**src/rtl/cgd_pkg.sv**
```systemverilog
package cgd_pkg;

    // Decision region of one lane code
    typedef enum logic [1:0] {
        REG_ZERO  = 2'd0,
        REG_AMBIG = 2'd1,
        REG_ONE   = 2'd2
    } region_e;

    // Uncertain-symbol counter states
    typedef enum logic {
        CNT_RUN = 1'b0,
        CNT_SAT = 1'b1
    } cnt_state_e;

endpackage

```
**src/rtl/cgd_slicer.sv**
```systemverilog
module cgd_slicer
    import cgd_pkg::*;
#(
    parameter int SW = 6
) (
    input  logic signed [SW-1:0] code,
    input  logic signed [SW-1:0] thr_lo,
    input  logic signed [SW-1:0] thr_hi,
    input  logic                 band_empty,
    output region_e              region
);

    always_comb begin
        if (band_empty) begin
            // inverted thresholds: plain slicer at the upper level
            region = (code > thr_hi) ? REG_ONE : REG_ZERO;
        end else if (code > thr_hi) begin
            region = REG_ONE;
        end else if (code < thr_lo) begin
            region = REG_ZERO;
        end else begin
            region = REG_AMBIG;
        end
    end

endmodule

```
**src/rtl/cgd_align_pipe.sv**
```systemverilog
module cgd_align_pipe #(
    parameter int LANES = 32,
    parameter int DEPTH = 4
) (
    input  logic             clk,
    input  logic             rst,
    input  logic             in_vld,
    input  logic [LANES-1:0] in_bits,
    input  logic [LANES-1:0] in_amb,
    output logic             head_vld,
    output logic [LANES-1:0] head_amb,
    output logic             tail_vld,
    output logic [LANES-1:0] tail_bits,
    output logic [LANES-1:0] tail_amb
);

    logic [DEPTH-1:0]            vld_q;
    logic [DEPTH-1:0][LANES-1:0] bits_q;
    logic [DEPTH-1:0][LANES-1:0] amb_q;

    always_ff @(posedge clk) begin
        if (rst) begin
            vld_q  <= '0;
            bits_q <= '0;
            amb_q  <= '0;
        end else begin
            vld_q[0]  <= in_vld;
            bits_q[0] <= in_vld ? in_bits : '0;
            amb_q[0]  <= in_vld ? in_amb  : '0;
            for (int s = 1; s < DEPTH; s++) begin
                vld_q[s]  <= vld_q[s-1];
                bits_q[s] <= bits_q[s-1];
                amb_q[s]  <= amb_q[s-1];
            end
        end
    end

    assign head_vld  = vld_q[0];
    assign head_amb  = amb_q[0];
    assign tail_vld  = vld_q[DEPTH-1];
    assign tail_bits = bits_q[DEPTH-1];
    assign tail_amb  = amb_q[DEPTH-1];

endmodule

```
**src/rtl/cgd_amb_counter.sv**
```systemverilog
module cgd_amb_counter
    import cgd_pkg::*;
#(
    parameter int LANES = 32,
    parameter int CNT_W = 32
) (
    input  logic             clk,
    input  logic             rst,
    input  logic             clr,
    input  logic             word_vld,
    input  logic [LANES-1:0] amb_mask,
    output logic [CNT_W-1:0] count
);

    localparam int          PW      = $clog2(LANES + 1);
    localparam logic [CNT_W-1:0] CNT_MAX = {CNT_W{1'b1}};

    cnt_state_e       state_q, state_d;
    logic [CNT_W-1:0] count_q, count_d;
    logic [PW-1:0]    pop;
    logic [CNT_W:0]   sum;

    always_comb begin
        pop = '0;
        for (int i = 0; i < LANES; i++) begin
            pop = pop + PW'(amb_mask[i]);
        end
    end

    assign sum = {1'b0, count_q} + {{(CNT_W + 1 - PW){1'b0}}, pop};

    // state register
    always_ff @(posedge clk) begin
        if (rst) begin
            state_q <= CNT_RUN;
            count_q <= '0;
        end else begin
            state_q <= state_d;
            count_q <= count_d;
        end
    end

    // next state and outputs
    always_comb begin
        state_d = state_q;
        count_d = count_q;
        unique case (state_q)
            CNT_RUN: begin
                if (clr) begin
                    count_d = '0;
                end else if (word_vld) begin
                    if (sum >= {1'b0, CNT_MAX}) begin
                        count_d = CNT_MAX;
                        state_d = CNT_SAT;
                    end else begin
                        count_d = sum[CNT_W-1:0];
                    end
                end
            end
            CNT_SAT: begin
                if (clr) begin
                    count_d = '0;
                    state_d = CNT_RUN;
                end
            end
            default: begin
                state_d = CNT_RUN;
                count_d = '0;
            end
        endcase
    end

    assign count = count_q;

endmodule

```
**src/rtl/conf_gate_detector.sv**
```systemverilog
module conf_gate_detector
    import cgd_pkg::*;
#(
    parameter int LANES = 32,
    parameter int SW    = 6,
    parameter int LAT   = 4,
    parameter int CNT_W = 32
) (
    input  logic                  clk,
    input  logic                  rst,
    input  logic                  thr_we,
    input  logic [SW-1:0]         thr_lo_d,
    input  logic [SW-1:0]         thr_hi_d,
    input  logic                  cnt_clr,
    input  logic                  in_valid,
    input  logic [LANES*SW-1:0]   in_data,
    output logic                  eq_vld,
    output logic [LANES-1:0]      eq_en,
    input  logic [LANES-1:0]      eq_bits,
    output logic                  out_valid,
    output logic [LANES-1:0]      out_bits,
    output logic [CNT_W-1:0]      amb_count
);

    logic signed [SW-1:0] thr_lo_q, thr_hi_q;
    logic                 band_empty;
    region_e              lane_region [LANES];
    logic [LANES-1:0]     dir_bits, amb_mask;
    logic                 head_vld, tail_vld;
    logic [LANES-1:0]     head_amb, tail_bits, tail_amb;
    logic                 out_valid_q;
    logic [LANES-1:0]     out_bits_q;

    // threshold registers
    always_ff @(posedge clk) begin
        if (rst) begin
            thr_lo_q <= '0;
            thr_hi_q <= '0;
        end else if (thr_we) begin
            thr_lo_q <= thr_lo_d;
            thr_hi_q <= thr_hi_d;
        end
    end

    assign band_empty = (thr_lo_q > thr_hi_q);

    // per-lane three-region classification
    for (genvar g = 0; g < LANES; g++) begin : g_lane
        cgd_slicer #(.SW(SW)) u_slicer (
            .code       (in_data[g*SW +: SW]),
            .thr_lo     (thr_lo_q),
            .thr_hi     (thr_hi_q),
            .band_empty (band_empty),
            .region     (lane_region[g])
        );
        assign dir_bits[g] = (lane_region[g] == REG_ONE);
        assign amb_mask[g] = (lane_region[g] == REG_AMBIG);
    end

    // latency-matching pipeline for direct decisions
    cgd_align_pipe #(.LANES(LANES), .DEPTH(LAT)) u_pipe (
        .clk       (clk),
        .rst       (rst),
        .in_vld    (in_valid),
        .in_bits   (dir_bits),
        .in_amb    (amb_mask),
        .head_vld  (head_vld),
        .head_amb  (head_amb),
        .tail_vld  (tail_vld),
        .tail_bits (tail_bits),
        .tail_amb  (tail_amb)
    );

    assign eq_vld = head_vld;
    assign eq_en  = head_amb & {LANES{head_vld}};

    cgd_amb_counter #(.LANES(LANES), .CNT_W(CNT_W)) u_cnt (
        .clk      (clk),
        .rst      (rst),
        .clr      (cnt_clr),
        .word_vld (head_vld),
        .amb_mask (head_amb),
        .count    (amb_count)
    );

    // merge equalizer decisions into uncertain lanes
    always_ff @(posedge clk) begin
        if (rst) begin
            out_valid_q <= 1'b0;
            out_bits_q  <= '0;
        end else begin
            out_valid_q <= tail_vld;
            if (tail_vld) begin
                out_bits_q <= (tail_bits & ~tail_amb) | (eq_bits & tail_amb);
            end
        end
    end

    assign out_valid = out_valid_q;
    assign out_bits  = out_bits_q;

endmodule

```
**config.mk**
```make
export PLATFORM = sky130hd
export DESIGN_NAME = conf_gate_detector
export DESIGN_NICKNAME = d
export VERILOG_FILES = /design/src/rtl/cgd_pkg.sv /design/src/rtl/cgd_slicer.sv /design/src/rtl/cgd_align_pipe.sv /design/src/rtl/cgd_amb_counter.sv /design/src/rtl/conf_gate_detector.sv
export SDC_FILE = /design/constraint.sdc
export NUM_CORES = 1
export LEC_CHECK = 0
export ABC_AREA = 1
export BUFFER_PORTS_ARGS = -buffer_cell sky130_fd_sc_hd__buf_2
export CAP_MARGIN = 40
export CORE_MARGIN = 2
export CORE_UTILIZATION = 60
export DETAILED_ROUTE_END_ITERATION = 8
export GPL_TIMING_DRIVEN = 0
export PLACE_DENSITY = 0.86
export SLEW_MARGIN = 20
export SYNTH_ARGS = -nofsm -noshare
export SYNTH_HDL_FRONTEND = slang
export SYNTH_HIERARCHICAL = 1
export SYNTH_SLANG_ARGS = --single-unit
```
**constraint.sdc**
```tcl
create_clock -name clk -period 8.61 [get_ports clk]
set_input_delay 0.861 -clock clk [delete_from_list [all_inputs] [get_ports clk]]
set_output_delay 0.861 -clock clk [all_outputs]
set_load 0.01 [all_outputs]
```
==> results_dict.tcl <==
set metrics [dict create \
    status "finished, final reports clean" \
    postCtsHoldBufs 0 \
    grt_pass1_wl_um 114000 \
    met2_usage 0.525 \
    crit_family "adder cells" \
    start_kind "register" \
    power_density_nw_per_um2 136 \
    final.setup.tns_ns 0 \
    synth_most_common_cell "inv_1" \
    min-delay-start "u_pipe/bits_q[78]$_SDFF_PP0_" \
    grtUsageTotal 0.300 \
    numPortBuffers 338 \
    cp_data_arrival_time_ns 8.00 \
    use_met3 0.0376 \
    maxCapViolations 0 \
    timing.final.ws_setup_ns 1.12 \
    num_io_pins 339 \
    first_pass_iters 5 \
    synthTopCellsByCount "inv_1 (1214), nand2_1 (908), nor2_1 (396)" \
    min_period_over_period 0.870 \
    drive_above_1_share 0.192 \
    synth_top_area_frac 0.248 \
    grt-ovfl-total 0 \
    critPathMaxFanout 10 \
    wl_per_cell_um 13.8 \
    fp.dieArea_um2 47200 \
    startpoint "u_pipe/head_amb[0]$_SDFF_PP0_" \
    synth_cells 4163 \
    num_rows 78 \
    antenna_found_initial 19 \
    synth-main-ff-cell "dfxtp_1" \
    num_vias 25000 \
    crit_path_end_kind "register" \
    tritoncts "done" \
    start_util 0.605 \
    fin_worst_skew_ns 0.0106 \
    hold_viol_final 0 \
    fmax_mhz 134 \
    crit_buf_inv 4 \
    setup.worst_path.class "reg2reg" \
    dp_hpwl_um 56800 \
    cp_slowest_stage_delay_ns 0.55 \
    tightest_slew_ns 0.803 \
    cts_made_buffers 31 \
    dp_worst_setup_slack_ns 1.32 \
    synth.net_count 4807 \
    detail-route-antenna-nets 0 \
    vias_per_cell 4.82 \
    postCtsSetupRepairBufs 0 \
    clock_sinks 338 \
    slew_viol_final 0 \
    core-area_um2 45100 \
    syn-cell-area_um2 27300 \
    relSlewSlack 0.465 \
    yosysTopAreaCell "dfxtp_1" \
    dieWidth_um 217 \
    use_met1 0.370 \
    max-vdd-ir-drop_mv 0.176 \
    yosys_warnings 6 \
    synth_edf_count 0 \
    post_cts_resized 0 \
    drt_iter0_markers 1472 \
    yosysSeqAreaShare 0.248 \
    synth.distinct_cells 43 \
    grt_pass1_vias 23800 \
    clock_path_buffers 3 \
    syn_area_per_cell_um2 6.55 \
    leakagePower_nw 16.8 \
    top_usage_layer "met2" \
    synthArstFlopShare 0 \
    cts-root-buf "clkbuf_16" \
    min_period_ns 7.49 \
    drc_errors 0 \
    nets 5191 \
    die_h_um 217 \
    cts.clk_slew.worst_paths_ns 0.07 \
    wirelength_um 71400 \
    cts_max_level 1 \
    setup_viol 0 \
    rsz0062_at_grt "no" \
    hold_class "reg2reg" \
    ys_ff_latch 338 \
    area_growth_pct 13.8 \
    place.gp.congestion 0.950 \
    required_ns 9.13 \
    r2r_start "u_pipe/head_amb[0]$_SDFF_PP0_" \
    clk_latency_ns 0.59 \
    synth_area_leaders "dfxtp_1 (25%), ha_1 (17%), inv_1 (17%)" \
    cp_slowest_cell "fa_1" \
    grt_max_degree 27 \
]
==> tightest hold or removal path: stages (launching register included) <==
cell,delay (ns)
dfxtp_1,0.30
inv_1,0.04
nor2_1,0.03
==> state kept, by name (all words and copies together) (netlist names), 4 cells and up <==
register	cells
out_bits	32
thr_lo_q	6
u_cnt/count	32
u_pipe/tail_amb	32
u_pipe/vld_q	4
thr_hi_q	6
u_pipe/amb_q	64
u_pipe/head_amb	32
u_pipe/bits_q	96
u_pipe/tail_bits	32
==> per-layer routing <==
layer / wire, um / vias up
li1: - / 12800
met1: 30100 / 11100
met2: 33700 / 803
met3: 4630 / 193
met4: 2900 / 18
met5: 103 / -
==> logic make-up after synthesis <==
logic type | synth area share
buffers and inverters | 0.214
DFF | 0.248
and+or+nand+nor | 0.287
AOI/OAI and AO/OA | 0.0559
adders and majority gates | 0.192
xor gates and xnor gates | 0.00193
==> cell usage in the layout, fill, tap and decap left out, types with 5 or more instances in the layout <==
master	n
inv_1	1214
nand2_1	908
nor2_1	395
ha_1	377
buf_2	369
dfxtp_1	326
nand3_1	157
nor2_2	135
a21oi_1	115
buf_4	99
a21oi_2	61
o21ai_0	54
nor2_4	52
nand2_2	47
nand4_1	39
clkinv_1	33
clkbuf_16	31
fa_1	26
o22ai_1	17
buf_12	14
dfxtp_2	12
diode_2	10
clkbuf_1	10
clkinv_2	9
inv_2	8
buf_6	8
nand3_2	6
clkinvlp_4	5
xor2_1	5
nor3_1	5
==> final timing paths <==
kind,slack [ns],cells after the start,to
min reg2reg,0.40,2,u_pipe/tail_bits[14]$_SDFF_PP0_
min,0.40,2,u_pipe/tail_bits[14]$_SDFF_PP0_
max reg2reg,1.12,32,u_cnt/count[25]$_SDFFE_PP0P_
max,1.12,32,u_cnt/count[25]$_SDFFE_PP0P_
==> metrics by stage <==
stage | util | hold slack, ns | cells | total power [W] | cell area, um2
after global placement | 0.659 | 0.391 | 5101 | 0.00288 | 29700
after CTS | 0.688 | 0.394 | 5169 | 0.00424 | 31000
after floorplan | - | 0.388 | 4163 | 0.00256 | 27300
after detailed placement | 0.666 | 0.393 | 5114 | 0.00293 | 30000
after global routing | 0.688 | 0.405 | 5177 | 0.00449 | 31000
final | 0.688 | 0.396 | 5179 | 0.00423 | 31000
==> final cells by class <==
type | count | area (um2)
Timing Repair Buffer | 351 | 1980
Buffer | 152 | 1130
Tap cell | 600 | 751
Clock inverter | 20 | 174
Sequential cell | 338 | 6780
Clock buffer | 35 | 801
Multi-Input combinational cell | 2417 | 14700
Antenna cell | 10 | 25.0
Fill cell | 3810 | 14100
Inverter | 1256 | 4720
==> power breakdown <==
group	switching (W)	internal, W
logic	0.000773	0.000478
registers	0.0000440	0.00161
clock network	0.000616	0.000709
total	0.00143	0.00280
Note: power is estimated with default switching activity, not from simulation.
